===== config.mk =====
export PLATFORM = sky130hd
export DESIGN_NAME = tcmp_unit
export DESIGN_NICKNAME = d
export VERILOG_FILES = /design/src/rtl/tcmp_pkg.sv /design/src/rtl/tcmp_rst_sync.sv /design/src/rtl/tcmp_channel.sv /design/src/rtl/tcmp_regmux.sv /design/src/rtl/tcmp_unit.sv
export SDC_FILE = /design/constraint.sdc
export NUM_CORES = 1
export LEC_CHECK = 0
export ABC_AREA = 1
export BUFFER_PORTS_ARGS = -buffer_cell sky130_fd_sc_hd__clkbuf_2
export CAP_MARGIN = 20
export CORE_ASPECT_RATIO = 1.25
export CORE_MARGIN = 4
export CORE_UTILIZATION = 40
export DETAILED_ROUTE_END_ITERATION = 8
export GPL_TIMING_DRIVEN = 0
export PLACE_DENSITY_LB_ADDON = 0.12
export SLEW_MARGIN = 20
export SYNTH_ARGS = -nofsm -noshare
export SYNTH_HDL_FRONTEND = slang
export SYNTH_SLANG_ARGS = --single-unit

===== constraint.sdc =====
create_clock -name clk -period 11.6 [get_ports clk]
set_input_delay 3.48 -clock clk [delete_from_list [all_inputs] [get_ports clk]]
set_output_delay 3.48 -clock clk [all_outputs]
set_load 0.03 [all_outputs]

===== src/rtl/tcmp_pkg.sv =====
package tcmp_pkg;
  // byte offsets of the register window
  localparam int STAT_OFS  = 4;
  localparam int CH_BASE   = 8;
  localparam int CH_STRIDE = 8;
  localparam int CMP_OFS   = 4;

  // control word bit positions (decoded by software)
  localparam int FLAG_B  = 7;
  localparam int IE_B    = 6;
  localparam int MODE_LO = 2;
  localparam int MODE_W  = 4;
  localparam int DRE_B   = 0;

  typedef logic [MODE_W-1:0] mode_t;
  localparam mode_t MODE_OFF    = 4'h0;
  localparam mode_t MODE_TOGGLE = 4'h5;
  localparam mode_t MODE_PULSE  = 4'hF;
endpackage


===== src/rtl/tcmp_rst_sync.sv =====
module tcmp_rst_sync (
  input  logic clk,
  input  logic rst_n,
  output logic rst_sync_n
);
  logic [1:0] stage_q;

  always_ff @(posedge clk or negedge rst_n) begin
    if (!rst_n) stage_q <= 2'b00;
    else        stage_q <= {stage_q[0], 1'b1};
  end

  assign rst_sync_n = stage_q[1];
endmodule


===== src/rtl/tcmp_channel.sv =====
module tcmp_channel
  import tcmp_pkg::*;
#(
  parameter int CW        = 31,
  parameter int DW        = 32,
  parameter int PULSE_LEN = 4
) (
  input  logic          clk,
  input  logic          rst_n,
  input  logic [CW-1:0] count_i,
  input  logic          ctrl_we,
  input  logic          cmp_we,
  input  logic [DW-1:0] wdata,
  output logic [7:0]    ctrl_rd,
  output logic [CW-1:0] cmp_rd,
  output logic          flag_o,
  output logic          mode_nz_o,
  output logic          clr_o,
  output logic          pin_o,
  output logic          dma_o,
  output logic          irq_o
);
  localparam int PCW = $clog2(PULSE_LEN + 1);

  logic          flag_q, flag_d;
  logic          ie_q, ie_d;
  logic          dre_q, dre_d;
  mode_t         mode_q, mode_d;
  logic [CW-1:0] act_q, act_d;
  logic          act_vld_q, act_vld_d;
  logic [CW-1:0] buf_q, buf_d;
  logic          buf_vld_q, buf_vld_d;
  logic          pin_q, pin_d;
  logic [PCW-1:0] pcnt_q, pcnt_d;

  logic hit;
  logic clr;
  logic unused_wbits;

  assign unused_wbits = ^wdata;

  assign hit = (mode_q != MODE_OFF) && act_vld_q && (count_i == act_q);
  assign clr = ctrl_we && wdata[FLAG_B];

  // control fields and event flag
  always_comb begin
    flag_d = hit | (flag_q & ~clr);
    ie_d   = ctrl_we ? wdata[IE_B]  : ie_q;
    dre_d  = ctrl_we ? wdata[DRE_B] : dre_q;
    mode_d = ctrl_we ? wdata[MODE_LO +: MODE_W] : mode_q;
  end

  // active compare and one-deep queue
  always_comb begin
    act_d     = act_q;
    act_vld_d = act_vld_q;
    buf_d     = buf_q;
    buf_vld_d = buf_vld_q;
    if (hit) begin
      if (buf_vld_q) begin
        act_d     = buf_q;
        buf_vld_d = 1'b0;
      end else begin
        act_vld_d = 1'b0;
      end
    end
    if (cmp_we) begin
      if ((mode_q == MODE_OFF) || !act_vld_d) begin
        act_d     = wdata[CW-1:0];
        act_vld_d = 1'b1;
        buf_vld_d = 1'b0;
      end else begin
        buf_d     = wdata[CW-1:0];
        buf_vld_d = 1'b1;
      end
    end
    if (mode_d == MODE_OFF) buf_vld_d = 1'b0;
  end

  // pin action
  always_comb begin
    pin_d  = pin_q;
    pcnt_d = pcnt_q;
    if (mode_d == MODE_OFF) begin
      pin_d  = 1'b0;
      pcnt_d = '0;
    end else if (hit) begin
      if (mode_q == MODE_TOGGLE) begin
        pin_d = ~pin_q;
      end else if (mode_q == MODE_PULSE) begin
        pin_d  = 1'b1;
        pcnt_d = PCW'(PULSE_LEN - 1);
      end
    end else if ((mode_q == MODE_PULSE) && pin_q) begin
      if (pcnt_q == '0) pin_d  = 1'b0;
      else              pcnt_d = pcnt_q - PCW'(1);
    end
  end

  always_ff @(posedge clk or negedge rst_n) begin
    if (!rst_n) begin
      flag_q    <= 1'b0;
      ie_q      <= 1'b0;
      dre_q     <= 1'b0;
      mode_q    <= MODE_OFF;
      act_q     <= '0;
      act_vld_q <= 1'b0;
      buf_q     <= '0;
      buf_vld_q <= 1'b0;
      pin_q     <= 1'b0;
      pcnt_q    <= '0;
    end else begin
      flag_q    <= flag_d;
      ie_q      <= ie_d;
      dre_q     <= dre_d;
      mode_q    <= mode_d;
      act_vld_q <= act_vld_d;
      buf_vld_q <= buf_vld_d;
      pin_q     <= pin_d;
      pcnt_q    <= pcnt_d;
      if (act_d != act_q) act_q <= act_d;
      if (cmp_we)         buf_q <= buf_d;
    end
  end

  assign ctrl_rd   = {flag_q, ie_q, mode_q, 1'b0, dre_q};
  assign cmp_rd    = act_q;
  assign flag_o    = flag_q;
  assign mode_nz_o = (mode_q != MODE_OFF);
  assign clr_o     = clr;
  assign pin_o     = pin_q;
  assign dma_o     = flag_q & dre_q;
  assign irq_o     = flag_q & ie_q;
endmodule


===== src/rtl/tcmp_regmux.sv =====
module tcmp_regmux
  import tcmp_pkg::*;
#(
  parameter int NCH = 4,
  parameter int AW  = 6,
  parameter int CW  = 31,
  parameter int DW  = 32
) (
  input  logic [AW-1:0]     addr,
  input  logic              wr,
  input  logic [NCH-1:0]    flags,
  input  logic [NCH*8-1:0]  ctrl_flat,
  input  logic [NCH*CW-1:0] cmp_flat,
  output logic [NCH-1:0]    ctrl_we,
  output logic [NCH-1:0]    cmp_we,
  output logic [DW-1:0]     rdata
);
  logic [NCH-1:0] ctrl_sel;
  logic [NCH-1:0] cmp_sel;

  for (genvar n = 0; n < NCH; n++) begin : g_dec
    localparam int CTRL_A = CH_BASE + n * CH_STRIDE;
    localparam int CMP_A  = CTRL_A + CMP_OFS;
    assign ctrl_sel[n] = (addr == AW'(CTRL_A));
    assign cmp_sel[n]  = (addr == AW'(CMP_A));
    assign ctrl_we[n]  = wr && ctrl_sel[n];
    assign cmp_we[n]   = wr && cmp_sel[n];
  end

  always_comb begin
    rdata = '0;
    if (addr == AW'(STAT_OFS)) rdata[NCH-1:0] = flags;
    for (int n = 0; n < NCH; n++) begin
      if (ctrl_sel[n]) rdata[7:0]    = ctrl_flat[n*8 +: 8];
      if (cmp_sel[n])  rdata[CW-1:0] = cmp_flat[n*CW +: CW];
    end
  end
endmodule


===== src/rtl/tcmp_unit.sv =====
module tcmp_unit #(
  parameter int NCH       = 4,
  parameter int CW        = 31,
  parameter int AW        = 6,
  parameter int DW        = 32,
  parameter int PULSE_LEN = 4
) (
  input  logic           clk,
  input  logic           rst_n,
  input  logic [CW-1:0]  count_i,
  input  logic           bus_wr,
  input  logic [AW-1:0]  bus_addr,
  input  logic [DW-1:0]  bus_wdata,
  output logic [DW-1:0]  bus_rdata,
  output logic [NCH-1:0] chan_out,
  output logic [NCH-1:0] dma_req,
  output logic           irq
);
  logic rst_sync_n;
  logic [NCH-1:0]    ctrl_we, cmp_we;
  logic [NCH-1:0]    flag_v, mode_nz_v, clr_v, irq_v;
  logic [NCH*8-1:0]  ctrl_flat;
  logic [NCH*CW-1:0] cmp_flat;

  tcmp_rst_sync u_rst (
    .clk        (clk),
    .rst_n      (rst_n),
    .rst_sync_n (rst_sync_n)
  );

  tcmp_regmux #(.NCH(NCH), .AW(AW), .CW(CW), .DW(DW)) u_regs (
    .addr      (bus_addr),
    .wr        (bus_wr),
    .flags     (flag_v),
    .ctrl_flat (ctrl_flat),
    .cmp_flat  (cmp_flat),
    .ctrl_we   (ctrl_we),
    .cmp_we    (cmp_we),
    .rdata     (bus_rdata)
  );

  for (genvar n = 0; n < NCH; n++) begin : g_ch
    tcmp_channel #(.CW(CW), .DW(DW), .PULSE_LEN(PULSE_LEN)) u_ch (
      .clk       (clk),
      .rst_n     (rst_sync_n),
      .count_i   (count_i),
      .ctrl_we   (ctrl_we[n]),
      .cmp_we    (cmp_we[n]),
      .wdata     (bus_wdata),
      .ctrl_rd   (ctrl_flat[n*8 +: 8]),
      .cmp_rd    (cmp_flat[n*CW +: CW]),
      .flag_o    (flag_v[n]),
      .mode_nz_o (mode_nz_v[n]),
      .clr_o     (clr_v[n]),
      .pin_o     (chan_out[n]),
      .dma_o     (dma_req[n]),
      .irq_o     (irq_v[n])
    );
  end

  assign irq = |irq_v;
endmodule


Word-level counts from Yosys, hierarchy flattened
Cells that the tools add are included.

Register bits: 302. Bits of input ports: 72. Output and inout bits: 41. Word-level logic and storage cells: 296.

Add/sub/neg operators: 4. Eq/ne operators: 41. Muxes and demuxes: 109. Bitwise gates (word level): 28. Reductions and logical operators: 73.

Operators by type and width (count): two-way mux 31 bit (20); equality test 31 bit (4); != test 31 bit (4); two-way mux 3 bit (24); two-way mux 1 bit (56); nonzero test 3 bit (12); zero test 4 bit (8); two-way mux 8 bit (4); equality test 6 x 5 -> 1 bit (second input constant) (4); logical AND 1 bit (24); != test 3 bit (second input constant) (8); two-way mux 4 bit (5); equality test 4 x 3 -> 1 bit (second input constant) (4); equality test 4 bit (second input constant) (4); != test 4 bit (second input constant) (4); AND reduction 4 bit (4); nonzero test 4 bit (4); AND 1 bit (12); equality test 6 x 4 -> 1 bit (second input constant) (2); equality test 6 bit (second input constant) (2); zero test 3 bit (4); != test 3 x 1 -> 1 bit (second input constant) (4); NOT 1 bit (12); AND reduction 3 bit (4); 7 further kinds (22).

Longest topological paths before layout
Word-level depth: 10. Depth in mapped cells: 17. Gate-level depth less buffers: 15.

Cells and area by module
From an unflattened synthesis, not the netlist that was laid out.

Cell total of the unflattened synthesis: 3394. Area, all modules: 21116.5 um^2.

Modules (own cells, without submodules): tcmp_channel (times used 4, cells each 782, area each 4931.0 um^2, sequential area each 1876.8 um^2); tcmp_regmux (times used 1, cells each 260, area each 1327.5 um^2, sequential area each 0.0 um^2); tcmp_rst_sync (times used 1, cells each 3, area each 53.8 um^2, sequential area each 50.0 um^2); tcmp_unit (times used 1, cells each 3, area each 11.3 um^2, sequential area each 0.0 um^2).

Least setup slack after synthesis
OpenSTA, ideal clock, no wires.

Path kind: input-to-output. Start: in bus_addr[1]. End: out bus_rdata[10]. Arrival time: 4.946 ns. Path slack: 3.174 ns. Stages: 8. Path buffers: 1. Path through: nor2_2 nand2_1 nor2_2 nand2_1 inv_1 clkbuf_1 a221oi_1 o22ai_1.

Cells in the longest elaborated chain, start to end: 5. Elaborated cells between the ends (all ways): 8. Classes of those cells: eq/ne: 4; mux: 4.

RTL lines: from (decl) (line tcmp_unit.sv:12) `input logic [AW-1:0] bus_addr,`; equality test 6 x 4 -> 1 bit (line tcmp_regmux.sv:25) `assign cmp_sel[n] = (addr == AW'(CMP_A));`; two-way mux 31 bit (3 in a row) (line tcmp_regmux.sv:35) `if (cmp_sel[n]) rdata[CW-1:0] = cmp_flat[n*CW +: CW];`; two-way mux 31 bit (*) (line tcmp_regmux.sv:35); to (decl) (line tcmp_unit.sv:14) `output logic [DW-1:0] bus_rdata,`.

Every way passes the cells marked *; elsewhere a longest branch is shown, timed or not.

Final worst setup path
Start: in bus_addr[4]. End: out bus_rdata[13].

The elaborated chain is that of the path after synthesis.

==> results.sh <==
export IMPL_setup_viol=0
export IMPL_drc_errors=0
export IMPL_final_cell_mix="1384 x nand2_1, 310 x nand3_1, 301 x dfrtp_1"
export IMPL_dieWidth_um=212
export IMPL_rsz0062_at_grt="no"
export IMPL_synth_top_area_share_pct=36.3
export IMPL_core_area_mm2=0.0515
export IMPL_async_flop_share_pct=100
export IMPL_clk_latency_ns=0.57
export IMPL_ys_ff_latch=302
export IMPL_cp_required_ns=8.12
export IMPL_grt_max_degree=54
export IMPL_ys_top_cells_by_area="dfrtp_1 36%, nand2_1 25%, nand3_1 7.5%"
export IMPL_rows=93
export IMPL_critPathTopFamily="buffers and inverters"
export IMPL_fin_hold_ws_ns=0.351
export IMPL_die_area_mm2=0.0557
export IMPL_clock_skew_ns=0.0182
export IMPL_gp_congestion=1.05
export IMPL_layout_area_overhead_vs_synth_pct=12.6
export IMPL_ant_nets=0
export IMPL_postCtsSetupBuffers=0
export IMPL_viasPerCell=5.53
export IMPL_syn_mean_instance_area_um2=6.32
export IMPL_timing_final_crit_period_ns=9.53
export IMPL_n_fill_cell=5566
export IMPL_grt_pass1_vias=21200
export IMPL_io_buffers=78
export IMPL_worstPathArrival_ns=6.05
export IMPL_power_density_mw_per_mm2=150
export IMPL_worstSetupPathType="input port to primary output"
export IMPL_slew_headroom_pct=19.9
export IMPL_cts_sinks=302
export IMPL_wirelength_um=96600
export IMPL_dp_hpwl_um=78400
export IMPL_slowest_delay_ns=0.47
export IMPL_slew_violations=0
export IMPL_initial_core_util_pct=40.3
export IMPL_cts_root_buf="clkbuf_16"
export IMPL_drtIter0Drc=2508
export IMPL_status="completed"
export IMPL_grt_ovfl_total=0
export IMPL_htreeDepth=2
export IMPL_met3_usage_pct=5.47
export IMPL_fin_crit_sh_pct=82.1
export IMPL_routed_via_count=22700
export IMPL_grt_pass1_wl_um=141000
export IMPL_cts_max_path_buffers=3
export IMPL_drt_first_pass_iters=5
export IMPL_syn_nets=3369
export IMPL_drive_above_1_share_pct=10.3
export IMPL_maxCapViolations=0
export IMPL_yosys_warnings=0
export IMPL_grtUsageMet2_pct=53.2
export IMPL_final_util_pct=45.4
export IMPL_worst_slew_pin_slew_ns=1.20
export IMPL_critical_path_max_fanout=10
export IMPL_hold_class="flop to flop"
export IMPL_antenna_found_initial=3
export IMPL_critical_path_most_common_cell="clkbuf_2"
export IMPL_use_met1_pct=45.0
export IMPL_start_kind="input port"
export IMPL_fin_nets=3493
export IMPL_path_clk_slew_ns=0.06
export IMPL_io_pin_count=113
export IMPL_die_h_um=263
export IMPL_cts_resized=0
export IMPL_worstPathCellList="clkbuf_2 -> nor2_4 -> nand3_1 -> clkinv_1 -> clkbuf_1 -> a221oi_1 -> o22ai_1 -> clkbuf_2"
export IMPL_grt_busiest_layer="met2"
export IMPL_max_clock_freq_mhz=105
export IMPL_p_leak_nw=13.1
export IMPL_critPathCaptureType="primary output"
export IMPL_syn_area_mm2=0.0208
export IMPL_dominantRegCellSynth="dfrtp_1"
export IMPL_seq_area_frac_synth_pct=36.3
export IMPL_slowest_stage="clkbuf_1"
export IMPL_yosysUniqueCellTypes=47
export IMPL_final_common_cell="nand2_1"
export IMPL_cts_buffers=38
export IMPL_grt_total_usage_pct=33.9
export IMPL_synth_largest_area_cell="dfrtp_1"
export IMPL_cts_tree="built"
export IMPL_hold_viol_final=0
export IMPL_synth_edf_count=0
export IMPL_critPathBufInv=4
export IMPL_postCtsHoldBufs=0
export IMPL_wl_per_cell_um=23.5
export IMPL_peakVddDrop_mv=0.105
export IMPL_syn_inst=3289
==> per-stage QoR <==
stage          setup TNS [ns]  setup WS [ns]  std cells  power (mW)  cell area [um^2]
4_1_cts                     0           2.25       4106        3.50             23400
3_5_place_dp                0           2.26       4038        2.28             22200
2_1_floorplan               0           2.56       3289        1.90             20800
5_1_grt                     0           2.08       4106        3.68             23400
6_report                    0           2.07       4107        3.50             23400
3_3_place_gp          -520.37          -1.81       4032        2.26             22000
==> synth_stat cells, types with 6 or more instances <==
cell type / number
a21oi_1: 86
nor3_1: 15
o2111ai_1: 8
inv_2: 35
nand2_1: 1384
nand3b_1: 9
o21ai_0: 36
o22ai_1: 24
inv_1: 298
xnor2_1: 17
buf_4: 29
o221ai_1: 6
nor2_1: 292
buf_6: 10
a221oi_1: 18
xor2_1: 6
buf_2: 74
clkinv_1: 6
nand2_2: 19
and2_1: 8
ha_1: 8
clkbuf_1: 80
dfrtp_1: 302
nand3_1: 310
nand4_1: 146
nand3_2: 11
nand2_4: 8
nor2_2: 12
==> worst register-to-register path, delay by kind of cell, from the launching register on <==
kind | cells | cell delay (ns)
xor+xnor | 1 | 0.74
simple gates | 11 | 1.50
flops | 1 | 0.46
buf+inv | 1 | 0.26
==> power by group <==
part           total, mW  internal [mW]  leakage (nW)  switching, mW
Sequential          1.31           1.17          3.91          0.140
Combinational      0.978          0.271          8.57          0.707
Clock               1.22          0.718         0.607          0.501
==> registers in the layout (all words and copies together) (netlist names) <==
name / cells
g_ch.u_ch.act_vld_q: 4
g_ch.u_ch.buf_q: 124
g_ch.u_ch.buf_vld_q: 4
g_ch.u_ch.cmp_rd: 124
g_ch.u_ch.dre_q: 4
g_ch.u_ch.flag_o: 4
g_ch.u_ch.ie_q: 4
g_ch.u_ch.mode_q: 16
g_ch.u_ch.pcnt_q: 12
g_ch.u_ch.pin_o: 4
u_rst.stage_q: 2
==> layout make-up <==
| class | instances | area (um^2) | share of cell area [%] |
|---|---|---|---|
| antenna | 1 | 2.50 | 0.0107 |
| buffer | 198 | 1030 | 4.41 |
| clock buffer | 61 | 1180 | 5.05 |
| clock inverter | 7 | 65.1 | 0.278 |
| inverter | 339 | 1270 | 5.44 |
| multi-input combinational | 2450 | 10900 | 46.7 |
| sequential | 302 | 7560 | 32.3 |
| tap | 665 | 832 | 3.55 |
| timing repair buffer | 84 | 533 | 2.28 |
==> worst paths after layout <==
| kind | start | end | slack (ns) | cells past startpoint |
|---|---|---|---|---|
| max | bus_addr[4] | bus_rdata[13] | 2.07 | 8 |
| min | u_rst.stage_q[0]$_DFF_PN0_ | u_rst.stage_q[1]$_DFF_PN0_ | 0.35 | 0 |
| max reg2reg | g_ch[3].u_ch.cmp_rd[2]$_DFFE_PN0P_ | g_ch[3].u_ch.cmp_rd[0]$_DFFE_PN0P_ | 8.52 | 13 |
| min reg2reg | u_rst.stage_q[0]$_DFF_PN0_ | u_rst.stage_q[1]$_DFF_PN0_ | 0.35 | 0 |
| max in group asynchronous | rst_n | u_rst.stage_q[1]$_DFF_PN0_ | 8.79 | 1 |
| min in group asynchronous | u_rst.stage_q[1]$_DFF_PN0_ | g_ch[2].u_ch.buf_q[27]$_DFFE_PN0P_ | 0.39 | 0 |
==> metal layers <==
| layer | routed length (um) | up-vias |
|---|---|---|
| li1 | - | 10600 |
| met1 | 39900 | 10800 |
| met2 | 43400 | 1011 |
| met3 | 6940 | 273 |
| met4 | 6410 | 2 |
| met5 | 19 | - |
==> cells by family (layout without fill, tap and decap cells) <==
logic type | count (synthesis) | count (layout) | share of synthesized area [%]
compound gates | 189 | 189 | 5.39
buf+inv | 537 | 689 | 11.1
simple gates | 2228 | 2228 | 45.7
flops | 302 | 302 | 36.3
other cells | 2 | 3 | 0.0361
xor+xnor | 23 | 23 | 0.969
fa+ha+maj | 8 | 8 | 0.481
Power figures use the tool's default switching activity.
